===== src/rtl/lpcr_pkg.sv =====
package lpcr_pkg;
  typedef enum logic [3:0] {
    ST_IDLE,
    ST_CTYPE,
    ST_ADDR,
    ST_TAR_HOST,
    ST_TAR_DRV,
    ST_WSYNC,
    ST_RSYNC,
    ST_DLO,
    ST_DHI,
    ST_TAR_END
  } lpcr_state_e;

  localparam logic [3:0] NIB_START = 4'b0000;
  localparam logic [3:0] NIB_WAIT  = 4'b0101;
  localparam logic [3:0] NIB_READY = 4'b0000;
  localparam logic [3:0] NIB_TURN  = 4'b1111;
  localparam int         ADDR_NIBS = 8;
endpackage


===== src/rtl/lpcr_addr_shift.sv =====
module lpcr_addr_shift #(
  parameter int ADDR_W = 6
) (
  input  logic              clk,
  input  logic              rst_n,
  input  logic              shift_en,
  input  logic [3:0]        nib,
  output logic              win_hit,
  output logic [ADDR_W-1:0] mem_idx
);
  logic [31:0] addr_q;
  logic [31:0] addr_nx;

  assign addr_nx = {addr_q[27:0], nib};

  always_ff @(posedge clk) begin
    if (!rst_n)        addr_q <= '0;
    else if (shift_en) addr_q <= addr_nx;
  end

  // window: top nine bits set, bit 22 selects memory space
  assign win_hit = (&addr_nx[31:23]) && addr_nx[22];
  assign mem_idx = addr_q[ADDR_W-1:0];
endmodule


===== src/rtl/lpcr_rom.sv =====
module lpcr_rom #(
  parameter int ADDR_W = 6
) (
  input  logic              clk,
  input  logic              rst_n,
  input  logic              rd_en,
  input  logic [ADDR_W-1:0] rd_idx,
  output logic [7:0]        rd_data
);
  always_ff @(posedge clk) begin
    if (!rst_n)     rd_data <= '0;
    else if (rd_en) rd_data <= 8'(32'(rd_idx) * 32'd29 + 32'd7);
  end

  // returned byte holds still between reads
  assert_rom_hold_R7: assert property (@(posedge clk) disable iff (!rst_n)
    !rd_en |=> $stable(rd_data));
endmodule


===== src/rtl/lpcr_nib_drive.sv =====
module lpcr_nib_drive
  import lpcr_pkg::*;
(
  input  lpcr_state_e st,
  input  logic [7:0]  data,
  output logic [3:0]  nib_out,
  output logic        nib_oe
);
  always_comb begin
    nib_oe  = 1'b1;
    nib_out = NIB_TURN;
    unique case (st)
      ST_TAR_DRV: nib_out = NIB_TURN;
      ST_WSYNC:   nib_out = NIB_WAIT;
      ST_RSYNC:   nib_out = NIB_READY;
      ST_DLO:     nib_out = data[3:0];
      ST_DHI:     nib_out = data[7:4];
      ST_TAR_END: nib_out = NIB_TURN;
      default:    nib_oe  = 1'b0;
    endcase
  end
endmodule


===== src/rtl/lpcr_target.sv =====
module lpcr_target
  import lpcr_pkg::*;
#(
  parameter int ADDR_W     = 6,
  parameter int WSYNC_CLKS = 2
) (
  input  logic       clk,
  input  logic       rst_n,
  input  logic       frame_n,
  input  logic [3:0] nib_in,
  output logic [3:0] nib_out,
  output logic       nib_oe
);
  localparam int AC_W = $clog2(ADDR_NIBS);
  localparam int WC_W = $clog2(WSYNC_CLKS + 1);

  lpcr_state_e       st, st_nx;
  logic [AC_W-1:0]   acnt;
  logic [WC_W-1:0]   wcnt;
  logic              win_hit;
  logic [ADDR_W-1:0] mem_idx;
  logic [7:0]        rd_data;

  lpcr_addr_shift #(.ADDR_W(ADDR_W)) u_addr (
    .clk(clk), .rst_n(rst_n), .shift_en(st == ST_ADDR), .nib(nib_in),
    .win_hit(win_hit), .mem_idx(mem_idx)
  );

  lpcr_rom #(.ADDR_W(ADDR_W)) u_rom (
    .clk(clk), .rst_n(rst_n), .rd_en(st == ST_TAR_HOST),
    .rd_idx(mem_idx), .rd_data(rd_data)
  );

  lpcr_nib_drive u_drv (
    .st(st), .data(rd_data), .nib_out(nib_out), .nib_oe(nib_oe)
  );

  always_comb begin
    st_nx = st;
    if (!frame_n) begin
      st_nx = (nib_in == NIB_START) ? ST_CTYPE : ST_IDLE;
    end else begin
      unique case (st)
        ST_IDLE:     st_nx = ST_IDLE;
        ST_CTYPE:    st_nx = (nib_in[3:1] == 3'b010) ? ST_ADDR : ST_IDLE;
        ST_ADDR:     if (acnt == AC_W'(ADDR_NIBS - 1))
                       st_nx = win_hit ? ST_TAR_HOST : ST_IDLE;
        ST_TAR_HOST: st_nx = ST_TAR_DRV;
        ST_TAR_DRV:  st_nx = ST_WSYNC;
        ST_WSYNC:    if (wcnt == WC_W'(WSYNC_CLKS - 1)) st_nx = ST_RSYNC;
        ST_RSYNC:    st_nx = ST_DLO;
        ST_DLO:      st_nx = ST_DHI;
        ST_DHI:      st_nx = ST_TAR_END;
        ST_TAR_END:  st_nx = ST_IDLE;
        default:     st_nx = ST_IDLE;
      endcase
    end
  end

  always_ff @(posedge clk) begin
    if (!rst_n) begin
      st   <= ST_IDLE;
      acnt <= '0;
      wcnt <= '0;
    end else begin
      st   <= st_nx;
      acnt <= (st == ST_ADDR)  ? acnt + 1'b1 : '0;
      wcnt <= (st == ST_WSYNC) ? wcnt + 1'b1 : '0;
    end
  end

  // drive begins only after the host turnaround clock
  assert_drive_start_R5: assert property (@(posedge clk) disable iff (!rst_n)
    $rose(nib_oe) |-> $past(st == ST_TAR_HOST));

  // data low nibble follows a ready nibble
  assert_ready_before_data_R6: assert property (@(posedge clk) disable iff (!rst_n)
    (st == ST_DLO) |-> ($past(st == ST_RSYNC) && $past(nib_out) == NIB_READY));

  // normal release follows a turnaround nibble
  assert_release_after_turn_R8: assert property (@(posedge clk) disable iff (!rst_n)
    ($fell(nib_oe) && $past(frame_n)) |-> $past(nib_out) == NIB_TURN);

  // frame strobe low always releases the lines next clock
  assert_abort_release_R10: assert property (@(posedge clk) disable iff (!rst_n)
    !frame_n |=> !nib_oe);

  // lines released directly after reset
  assert_reset_quiet_R1: assert property (@(posedge clk)
    !rst_n |=> !nib_oe);
endmodule


===== config.mk =====
export PLATFORM = sky130hd
export DESIGN_NAME = lpcr_target
export DESIGN_NICKNAME = d
export VERILOG_FILES = /design/src/rtl/lpcr_pkg.sv /design/src/rtl/lpcr_addr_shift.sv /design/src/rtl/lpcr_rom.sv /design/src/rtl/lpcr_nib_drive.sv /design/src/rtl/lpcr_target.sv
export SDC_FILE = /design/constraint.sdc
export NUM_CORES = 1
export LEC_CHECK = 0
export BUFFER_PORTS_ARGS = -buffer_cell sky130_fd_sc_hd__buf_2
export CORE_MARGIN = 5
export CORE_UTILIZATION = 33
export DETAILED_ROUTE_END_ITERATION = 7
export SLEW_MARGIN = 15
export SYNTH_ARGS = -nofsm -noshare
export SYNTH_HDL_FRONTEND = slang
export SYNTH_SLANG_ARGS = --single-unit
export TNS_END_PERCENT = 5

===== constraint.sdc =====
create_clock -name clk -period 4.1 [get_ports clk]
set_input_delay 0.82 -clock clk [delete_from_list [all_inputs] [get_ports clk]]
set_output_delay 0.82 -clock clk [all_outputs]
set_load 0.02 [all_outputs]

==> results_dict.tcl, run 1 <==
set metrics [dict create \
    hold_path.class "reg -> reg" \
    ys_types 40 \
    yosysWarnings 0 \
    rows 31 \
    power.share.sequential_pct 60.5 \
    power.leakage_nw 1.04 \
    die-height_um 95.4 \
    clock_latency_ns 0.30 \
    skew_ns 0.0113 \
    cts-root-buf "clkbuf_8" \
    cap_violations 0 \
    irDropWorstVdd_mv 0.111 \
    slew_violations 0 \
    arrival_ns 3.71 \
    ios 12 \
    r2r_slack_ns 0.61 \
    ys_seq_area_share_pct 37.5 \
    via_per_inst 4.71 \
    post_dp_cell_area_um2 2520 \
    cts_tree "built" \
    p_switching_mw 0.158 \
    n_antenna_cell 0 \
    die_w_um 95.4 \
    grt_remaining_overflow 0 \
    finalWirelength_mm 4.49 \
    setup_viol 0 \
    grt_pass1_vias 1771 \
    drive_above_1_share_pct 7.69 \
    syn_area_per_cell_um2 8.50 \
    postCtsSetupRepairBufs 0 \
    synth_edf_count 0 \
    required_ns 4.32 \
    floorplan.die_area_um2 9090 \
    fin_crit_sh_pct 85.1 \
    drtIter0Drc 78 \
    cts_buffer_depth 2 \
    hold_depth 1 \
    status "finished clean" \
    antenna_found_initial 0 \
    cts_buffers 5 \
    cts.sinks 45 \
    hpwlAfterDp_mm 3.19 \
    hold_viol 0 \
    tightest_slew_ns 1.07 \
    numPortBuffers 11 \
    tns_ns 0 \
    syn_inst 283 \
    start_util_pct 33.5 \
    synthFlopType "dfxtp_1" \
    synth_top_cell_by_area "dfxtp_1" \
    avgRoutedWirePerCell_um 11.7 \
    synth_top_area_share_pct 37.5 \
    grt_pass1_wl_mm 8.19 \
    p_per_area_nw_per_um2 277 \
    path_max_fanout 7 \
    clock.fmax_mhz 287 \
    crit_type "reg -> reg" \
    clk_pin_slew_worst_paths_ns 0.08 \
    rsz0062_at_grt "no" \
    synth_area_um2 2400 \
    pwr-share-clk_pct 37.1 \
    dr.pass1.iters 4 \
    finalInstanceArea_um2 2610 \
    syn2layout_area_growth_pct 8.53 \
    coreArea_um2 7180 \
    combPwrFrac_pct 2.4 \
    grt_max_degree 46 \
    setup.worst_path.start_class "register" \
    nets 316 \
    ys_ff_latch 45 \
    synthesis.nets 314 \
    drc 0 \
    place.gp.congestion 0.713 \
    async_flop_share_pct 0 \
    synth_area_leaders "dfxtp_1 37%, nand2_1 12%, a21boi_1 10%" \
    netlist_top_cells_count "77 x nand2_1, 45 x dfxtp_1, 32 x a21boi_1" \
    holdBufCountCts 0 \
    r2r_cells 11 \
    power.internal_mw 0.565 \
    end_kind "register" \
    num_vias 1814 \
    p_sw_share_pct 21.9 \
    yosysMostFrequentCell "nand2_1" \
    max-slew-margin-rel_pct 28.5 \
    ctsHtreeMaxLevel 2 \
    min_period_ns 3.49 \
    detail-route-antenna-nets 0 \
    cts_resized 0 \
    grtUsageTotal_pct 11.4 \
]
[layout by cell type, fill, tap and decap left out, types with 2 or more instances in the layout]
cell        netlist  final
o21ai_1           2      2
nand3_1           2      2
buf_2             4     11
a21oi_1           7      7
a21boi_1         32     32
nor2b_1           4      4
o32ai_1           2      2
ha_1             17     17
clkbuf_8          0      5
and2_1            2      2
nor3_1            3      3
o2111ai_1         2      2
clkinvlp_4        0      2
xnor2_1           5      5
and3_1            2      2
o211a_1           2      2
a21o_1            3      3
nor4_1            3      3
nor2_1            9      9
dfxtp_1          45     45
a31oi_1           2      2
nand3b_1          2      2
nand2_1          77     77
inv_1            15     15
fa_1              7      7
o22a_1            2      2
nand4_1           3      3
xor2_1            3      3
[stage by stage]
stage | util [%] | setup slack (ns) | cells | hold WS [ns] | power [mW]
after global placement | 35.2 | 0.679 | 377 | 0.408 | 0.465
after floorplan | - | 0.763 | 283 | 0.398 | 0.458
after detailed placement | 35.2 | 0.642 | 377 | 0.416 | 0.465
after CTS | 36.4 | 0.608 | 385 | 0.427 | 0.733
final | 36.4 | 0.611 | 385 | 0.422 | 0.723
after global routing | 36.4 | 0.413 | 385 | 0.449 | 0.757
[kinds of logic after synthesis]
logic type,after synthesis,share of synthesized area [%]
AO/OA/AOI/OAI,60,18.2
XOR/XNOR,8,2.91
adder cells (fa/ha/maj),24,14.7
buffers and inverters,32,5.20
flip-flops,45,37.5
AND/OR/NAND/NOR,114,21.5
[routing by layer]
metal	track usage, %	routed length, um
met4	2.52	15
met5	0	0
met3	3.79	151
met2	18.1	2080
met1	15.0	2240
[critical path, stage by stage (launching register included)]
cell,delay (ns)
dfxtp_1,0.45
inv_1,0.09
fa_1,0.56
inv_1,0.06
fa_1,0.45
ha_1,0.31
ha_1,0.35
o21ai_0,0.16
o21ba_1,0.17
o21a_1,0.17
or4b_1,0.49
o211ai_1,0.15
[state kept, by name, summed over array words and instances (netlist names)]
signal / count
st: 4
wcnt: 2
acnt: 3
u_rom.rd_data: 8
u_addr.addr_q: 28
[power groups by stage]
stage	clock, mW	combinational [mW]	sequential [mW]
final	0.268	0.0175	0.437
after global routing	0.301	0.0192	0.437
after CTS	0.278	0.0176	0.437
after detailed placement	0	0.0175	0.447
after global placement	0	0.0174	0.447
after floorplan	0	0.0113	0.447
[area by class of cell]
| class | count | area (um^2) |
|---|---|---|
| fill | 751 | 4570 |
| sequential | 45 | 901 |
| timing repair buffer | 12 | 62.6 |
| clock inverter | 2 | 15.0 |
| multi-input combinational | 206 | 1380 |
| clock buffer | 6 | 72.6 |
| inverter | 15 | 56.3 |
| tap | 99 | 124 |
[worst paths after layout]
check,to,start
setup / recovery,u_rom.rd_data[7]$_SDFFE_PN0N_,u_addr.addr_q[0]$_SDFFE_PN0P_
hold / removal,acnt[0]$_SDFF_PN0_,acnt[0]$_SDFF_PN0_
setup reg to reg,u_rom.rd_data[7]$_SDFFE_PN0N_,u_addr.addr_q[0]$_SDFFE_PN0P_
hold reg to reg,acnt[0]$_SDFF_PN0_,acnt[0]$_SDFF_PN0_
Power figures use the tool's default switching activity.
==> run 2: changes to the inputs <==
SYNTH_HIERARCHICAL = 1   (was default)
==> run 2 against run 1 <==
  * Routed wire length fell by 7.8%
  * Die area rose by 7.3%
  * Worst hold slack improved by 0.0084 ns
  * Synthesized cell count fell by 11%
  * Global-route usage fell by 1.9 points
  * Non-clock buffer count rose by 1
  * First-iteration DRC count fell by 55%
==> results_dict.tcl, run 2 <==
set metrics [dict create \
    largest_reg_flops 28 \
    avgRoutedWirePerCell_um 11.6 \
    skew_ns 0.00202 \
    synth_top_cell_by_area "dfxtp_1" \
    grt_pass1_vias 1653 \
    tns_ns 0 \
    via_per_inst 4.56 \
    finalWirelength_mm 4.14 \
    required_ns 4.32 \
    die-height_um 98.8 \
    ios 12 \
    status "finished clean" \
    hold_viol 0 \
    netlist_top_cells_count "45 x dfxtp_1, 33 x mux2i_1, 33 x nor2b_1" \
    tightest_slew_ns 0.733 \
    synthesis.nets 283 \
    nets 286 \
    drc 0 \
    cts_resized 0 \
    yosysWarnings 6 \
    grtUsageTotal_pct 9.47 \
    synth_top_area_share_pct 34.6 \
    synth_area_um2 2600 \
    cts-root-buf "clkbuf_8" \
    reg_top3 "u_addr/addr_q x28, u_rom/rd_data x8, st x4" \
    ys_seq_area_share_pct 34.6 \
    cts_tree "built" \
    numPortBuffers 11 \
    die_w_um 98.8 \
    irDropWorstVdd_mv 0.186 \
    syn_inst 252 \
    slew_violations 0 \
    ys_ff_latch 45 \
    rows 32 \
    syn2layout_area_growth_pct 5.10 \
    final_cell_mix "45 x dfxtp_1, 33 x mux2i_1, 33 x nor2b_1" \
    n_antenna_cell 0 \
    dr.pass1.iters 4 \
    fin_cells 358 \
    drive_above_1_share_pct 10.2 \
    grt_max_degree 45 \
    end_kind "register" \
    async_flop_share_pct 0 \
    hold_path.class "reg -> reg" \
    clock_latency_ns 0.29 \
    fin_crit_sh_pct 73.3 \
    cap_violations 0 \
    coreArea_um2 7690 \
    detail-route-antenna-nets 0 \
    setup.worst_path.start_class "register" \
    cts.sinks 45 \
    power.leakage_nw 0.982 \
    post_dp_cell_area_um2 2650 \
    synth_edf_count 0 \
    floorplan.die_area_um2 9760 \
    arrival_ns 3.22 \
    crit_type "reg -> reg" \
    num_vias 1631 \
    regMostFlops "u_addr/addr_q" \
    synthFlopType "dfxtp_1" \
    setup_viol 0 \
    cts_buffers 5 \
    grt_pass1_wl_mm 7.76 \
    p_per_area_nw_per_um2 263 \
    antenna_found_initial 0 \
    cts_buffer_depth 2 \
    hpwlAfterDp_mm 2.94 \
    yosysMostFrequentCell "dfxtp_1" \
    rsz0062_at_grt "no" \
    start_util_pct 33.8 \
    drtIter0Drc 35 \
    mostFrequentLayoutCell "dfxtp_1" \
    clk_pin_slew_worst_paths_ns 0.08 \
    clock.fmax_mhz 333 \
    place_inst 350 \
    fin_total_pwr_mw 0.720 \
    postCtsSetupRepairBufs 0 \
    syn_area_per_cell_um2 10.3 \
    path_max_fanout 7 \
    synth_area_leaders "dfxtp_1 35%, mux2i_1 13%, ha_1 8.2%" \
    place.gp.congestion 0.772 \
    ctsHtreeMaxLevel 2 \
    finalInstanceArea_um2 2730 \
    min_period_ns 3.00 \
    grt_remaining_overflow 0 \
    max-slew-margin-rel_pct 51.1 \
    ys_types 45 \
    holdBufCountCts 0 \
]
==> run 2: changes by cell type in the layout (fill, tap and decap cells not counted), moves of 6 or more <==
cell / previous run / this run
mux2i_1: 0 / 33
nor2b_1: 4 / 33
a21boi_1: 32 / 0
nor2_1: 9 / 3
nand2_1: 77 / 10
inv_1: 15 / 24
==> run 2: path summary, 6_finish.rpt <==
kind	cells after the start	slack, ns	startpoint	endpoint
max	11	1.10	u_addr/addr_q[0]$_SDFFE_PN0P_	u_rom/rd_data[6]$_SDFFE_PN0P_
min	1	0.43	acnt[0]$_SDFF_PN0_	acnt[0]$_SDFF_PN0_
max reg2reg	11	1.10	u_addr/addr_q[0]$_SDFFE_PN0P_	u_rom/rd_data[6]$_SDFFE_PN0P_
min reg2reg	1	0.43	acnt[0]$_SDFF_PN0_	acnt[0]$_SDFF_PN0_
==> run 2: metal layers <==
| metal | vias up | GRT usage [%] | share of wire [%] | routed length [um] |
|---|---|---|---|---|
| li1 | 860 | - | - | - |
| met1 | 744 | 13.2 | 51 | 2120 |
| met2 | 22 | 14.2 | 44 | 1800 |
| met3 | 5 | 2.76 | 4.0 | 166 |
| met4 | 0 | 2.84 | 1.2 | 51 |
| met5 | - | 0 | 0 | 0 |
==> run 2: final cells by class <==
cell class | instances | area (um^2)
clock buffers | 7 | 76.3
clock inverters | 1 | 7.51
fillers | 818 | 4950
inverters | 24 | 90.1
multi-input cells | 166 | 1460
flip-flops and latches | 45 | 901
well taps | 102 | 128
repair buffers | 13 | 70.1
==> run 2: where the power goes <==
group / switching [mW] / internal, mW / leakage [nW] / total [mW]
Combinational: 0.00927 / 0.00812 / 0.581 / 0.0174
Sequential: 0.000607 / 0.437 / 0.362 / 0.437
Clock: 0.144 / 0.121 / 0.0385 / 0.265
==> run 2: worst max-delay path: stages, from the launching register on <==
cell and delay [ns]:
dfxtp_1 0.46, inv_1 0.10, fa_1 0.52, fa_1 0.49
inv_1 0.04, ha_1 0.28, ha_1 0.35, nor2b_1 0.15
o21a_1 0.17, o21ai_0 0.14, nand3b_1 0.08, a21boi_0 0.16
==> run 2: stage by stage <==
stage	util [%]	setup WS, ns	hold slack [ns]
6_report	35.6	1.10	0.430
5_1_grt	35.6	0.890	0.455
4_1_cts	35.6	1.07	0.433
3_5_place_dp	34.5	1.10	0.420
3_3_place_gp	34.5	1.16	0.413
2_1_floorplan	-	1.23	0.396
==> run 2: kinds of logic after synthesis <==
family	count (synthesis)	synth area share [%]
AOI/OAI and AO/OA	22	6.54
xor gates and xnor gates	8	2.69
adders and majority gates	24	13.6
buffers and inverters	41	9.43
DFF	45	34.6
muxes	33	12.7
and+or+nand+nor	79	20.4
==> run 3: changes to the inputs <==
clock period = 2.52 ns   (was 4.1 ns; I/O delays follow)
==> run 3 against run 2 <==
  * The run now ends with negative setup slack left
  * Routed wire length up 8.1%
  * Cell area up 11%
  * Combinational power up 70%
  * Via count up 5.5%
  * Critical endpoint unchanged
  * Largest power group unchanged
==> results_dict.tcl, run 3 (same netlist as run 2, synthesis figures left out) <==
set metrics [dict create \
    fin_cells 375 \
    hpwlAfterDp_mm 3.15 \
    cts-root-buf "clkbuf_8" \
    ios 12 \
    required_ns 2.70 \
    n_antenna_cell 0 \
    grt_max_degree 45 \
    slew_violations 0 \
    avgRoutedWirePerCell_um 11.9 \
    clk_pin_slew_worst_paths_ns 0.09 \
    whs_ns 0.434 \
    die-height_um 98.8 \
    grt_remaining_overflow 0 \
    power.internal_mw 1.02 \
    cts_tree "built" \
    end_kind "register" \
    violations "negative setup slack" \
    max-slew-margin-rel_pct 52.9 \
    grt_pass1_wl_mm 7.96 \
    detail-route-antenna-nets 0 \
    setup_viol 3 \
    cts_buffer_depth 2 \
    p_switching_mw 0.260 \
    power.leakage_nw 1.07 \
    postLayoutSetupSlackWorst_ns -0.120 \
    cap_violations 0 \
    crit_type "reg -> reg" \
    drtIter0Drc 27 \
    dr.pass1.iters 4 \
    skew_ns 0.00988 \
    rsz0062_at_grt "yes" \
    die_w_um 98.8 \
    final_cell_mix "41 x dfxtp_1, 33 x mux2i_1, 33 x nor2b_1" \
    num_vias 1720 \
    hold_path.class "reg -> reg" \
    grtUsageTotal_pct 9.83 \
    path_max_fanout 3 \
    syn2layout_area_growth_pct 16.2 \
    tns_ns -0.208 \
    setup.worst_path.start_class "register" \
    rows 32 \
    ctsHtreeMaxLevel 2 \
    irDropWorstVdd_mv 0.313 \
    multi_input_area_um2 1570 \
    cts_buffers 5 \
    floorplan.die_area_um2 9760 \
    pwr-share-clk_pct 42.2 \
    hold_viol 0 \
    clock_latency_ns 0.29 \
    post_dp_cell_area_um2 2840 \
    largest_reg_flops 28 \
    clock.fmax_mhz 379 \
    arrival_ns 2.82 \
    fin_total_pwr_mw 1.28 \
    nets 303 \
    status "finished with violations" \
    regArea_um2 908 \
    start_util_pct 33.8 \
    holdBufCountCts 0 \
    regMostFlops "u_addr/addr_q" \
    numPortBuffers 11 \
    cts.sinks 45 \
    num-fill-cells 782 \
    min_period_ns 2.64 \
    place.gp.congestion 0.736 \
    mostFrequentLayoutCell "dfxtp_1" \
    p_sw_share_pct 20.3 \
    grt_pass1_vias 1691 \
    finalInstanceArea_um2 3020 \
    power.share.sequential_pct 55.5 \
    reg_top3 "u_addr/addr_q x28, u_rom/rd_data x8, st x4" \
    fin_crit_sh_pct 105 \
    antenna_found_initial 0 \
    p_per_area_nw_per_um2 424 \
    combPwrFrac_pct 2.3 \
    coreArea_um2 7690 \
    finalWirelength_mm 4.48 \
    place_inst 366 \
    via_per_inst 4.59 \
    drc 0 \
    tightest_slew_ns 0.706 \
    drive_above_1_share_pct 23.8 \
]
==> run 3: through the flow <==
step	util, %	setup WS [ns]
6_report	39.3	-0.120
2_1_floorplan	-	-0.156
5_1_grt	39.3	-0.254
3_5_place_dp	36.9	-0.157
3_3_place_gp	36.9	-0.122
4_1_cts	38.9	-0.109
==> run 3: final timing paths <==
path	startpoint	end	slack, ns	depth (start not counted)
setup reg to reg	u_addr/addr_q[1]$_SDFFE_PN0P_	u_rom/rd_data[6]$_SDFFE_PN0P_	-0.12	11
setup / recovery	u_addr/addr_q[1]$_SDFFE_PN0P_	u_rom/rd_data[6]$_SDFFE_PN0P_	-0.12	11
hold / removal	acnt[0]$_SDFF_PN0_	acnt[0]$_SDFF_PN0_	0.43	1
hold reg to reg	acnt[0]$_SDFF_PN0_	acnt[0]$_SDFF_PN0_	0.43	1
==> run 3: worst max-delay path: stages, from the launching register on <==
cell,delay (ns)
dfxtp_2,0.36
inv_4,0.05
fa_2,0.58
fa_1,0.42
inv_2,0.08
ha_4,0.20
ha_4,0.23
nor2b_1,0.12
o21a_1,0.19
nor3_1,0.12
nand3b_1,0.12
a21boi_1,0.06
==> run 3: cell type report <==
type	instances	share of cell area [%]
Timing Repair Buffer	30	6.96
Tap cell	102	4.22
Clock buffer	6	2.40
Multi-Input combinational cell	166	51.9
Clock inverter	2	1.28
Sequential cell	45	30.1
Inverter	24	3.15
==> run 3: metal layers <==
metal / up-vias / global-route usage, % / share of wire (%)
met4: 0 / 2.84 / 0.96
met5: - / 0 / 0
met1: 806 / 13.3 / 50
met3: 4 / 2.62 / 2.9
li1: 895 / - / -
met2: 15 / 15.3 / 46
==> run 3: timing repair <==
item,CTS,global route
resized for setup,10,7
setup endpoints to repair,4,4
pin swaps,7,14
setup buffers,1,0
endpoints found under the hold margin,0,0
==> run 3: power by group through the flow <==
stage	Clock, mW	Combinational (mW)	Sequential, mW
3_3_place_gp	0	0.0292	0.728
2_1_floorplan	0	0.0173	0.728
3_5_place_dp	0	0.0292	0.728
5_1_grt	0.592	0.0323	0.711
4_1_cts	0.559	0.0295	0.710
6_report	0.540	0.0296	0.710
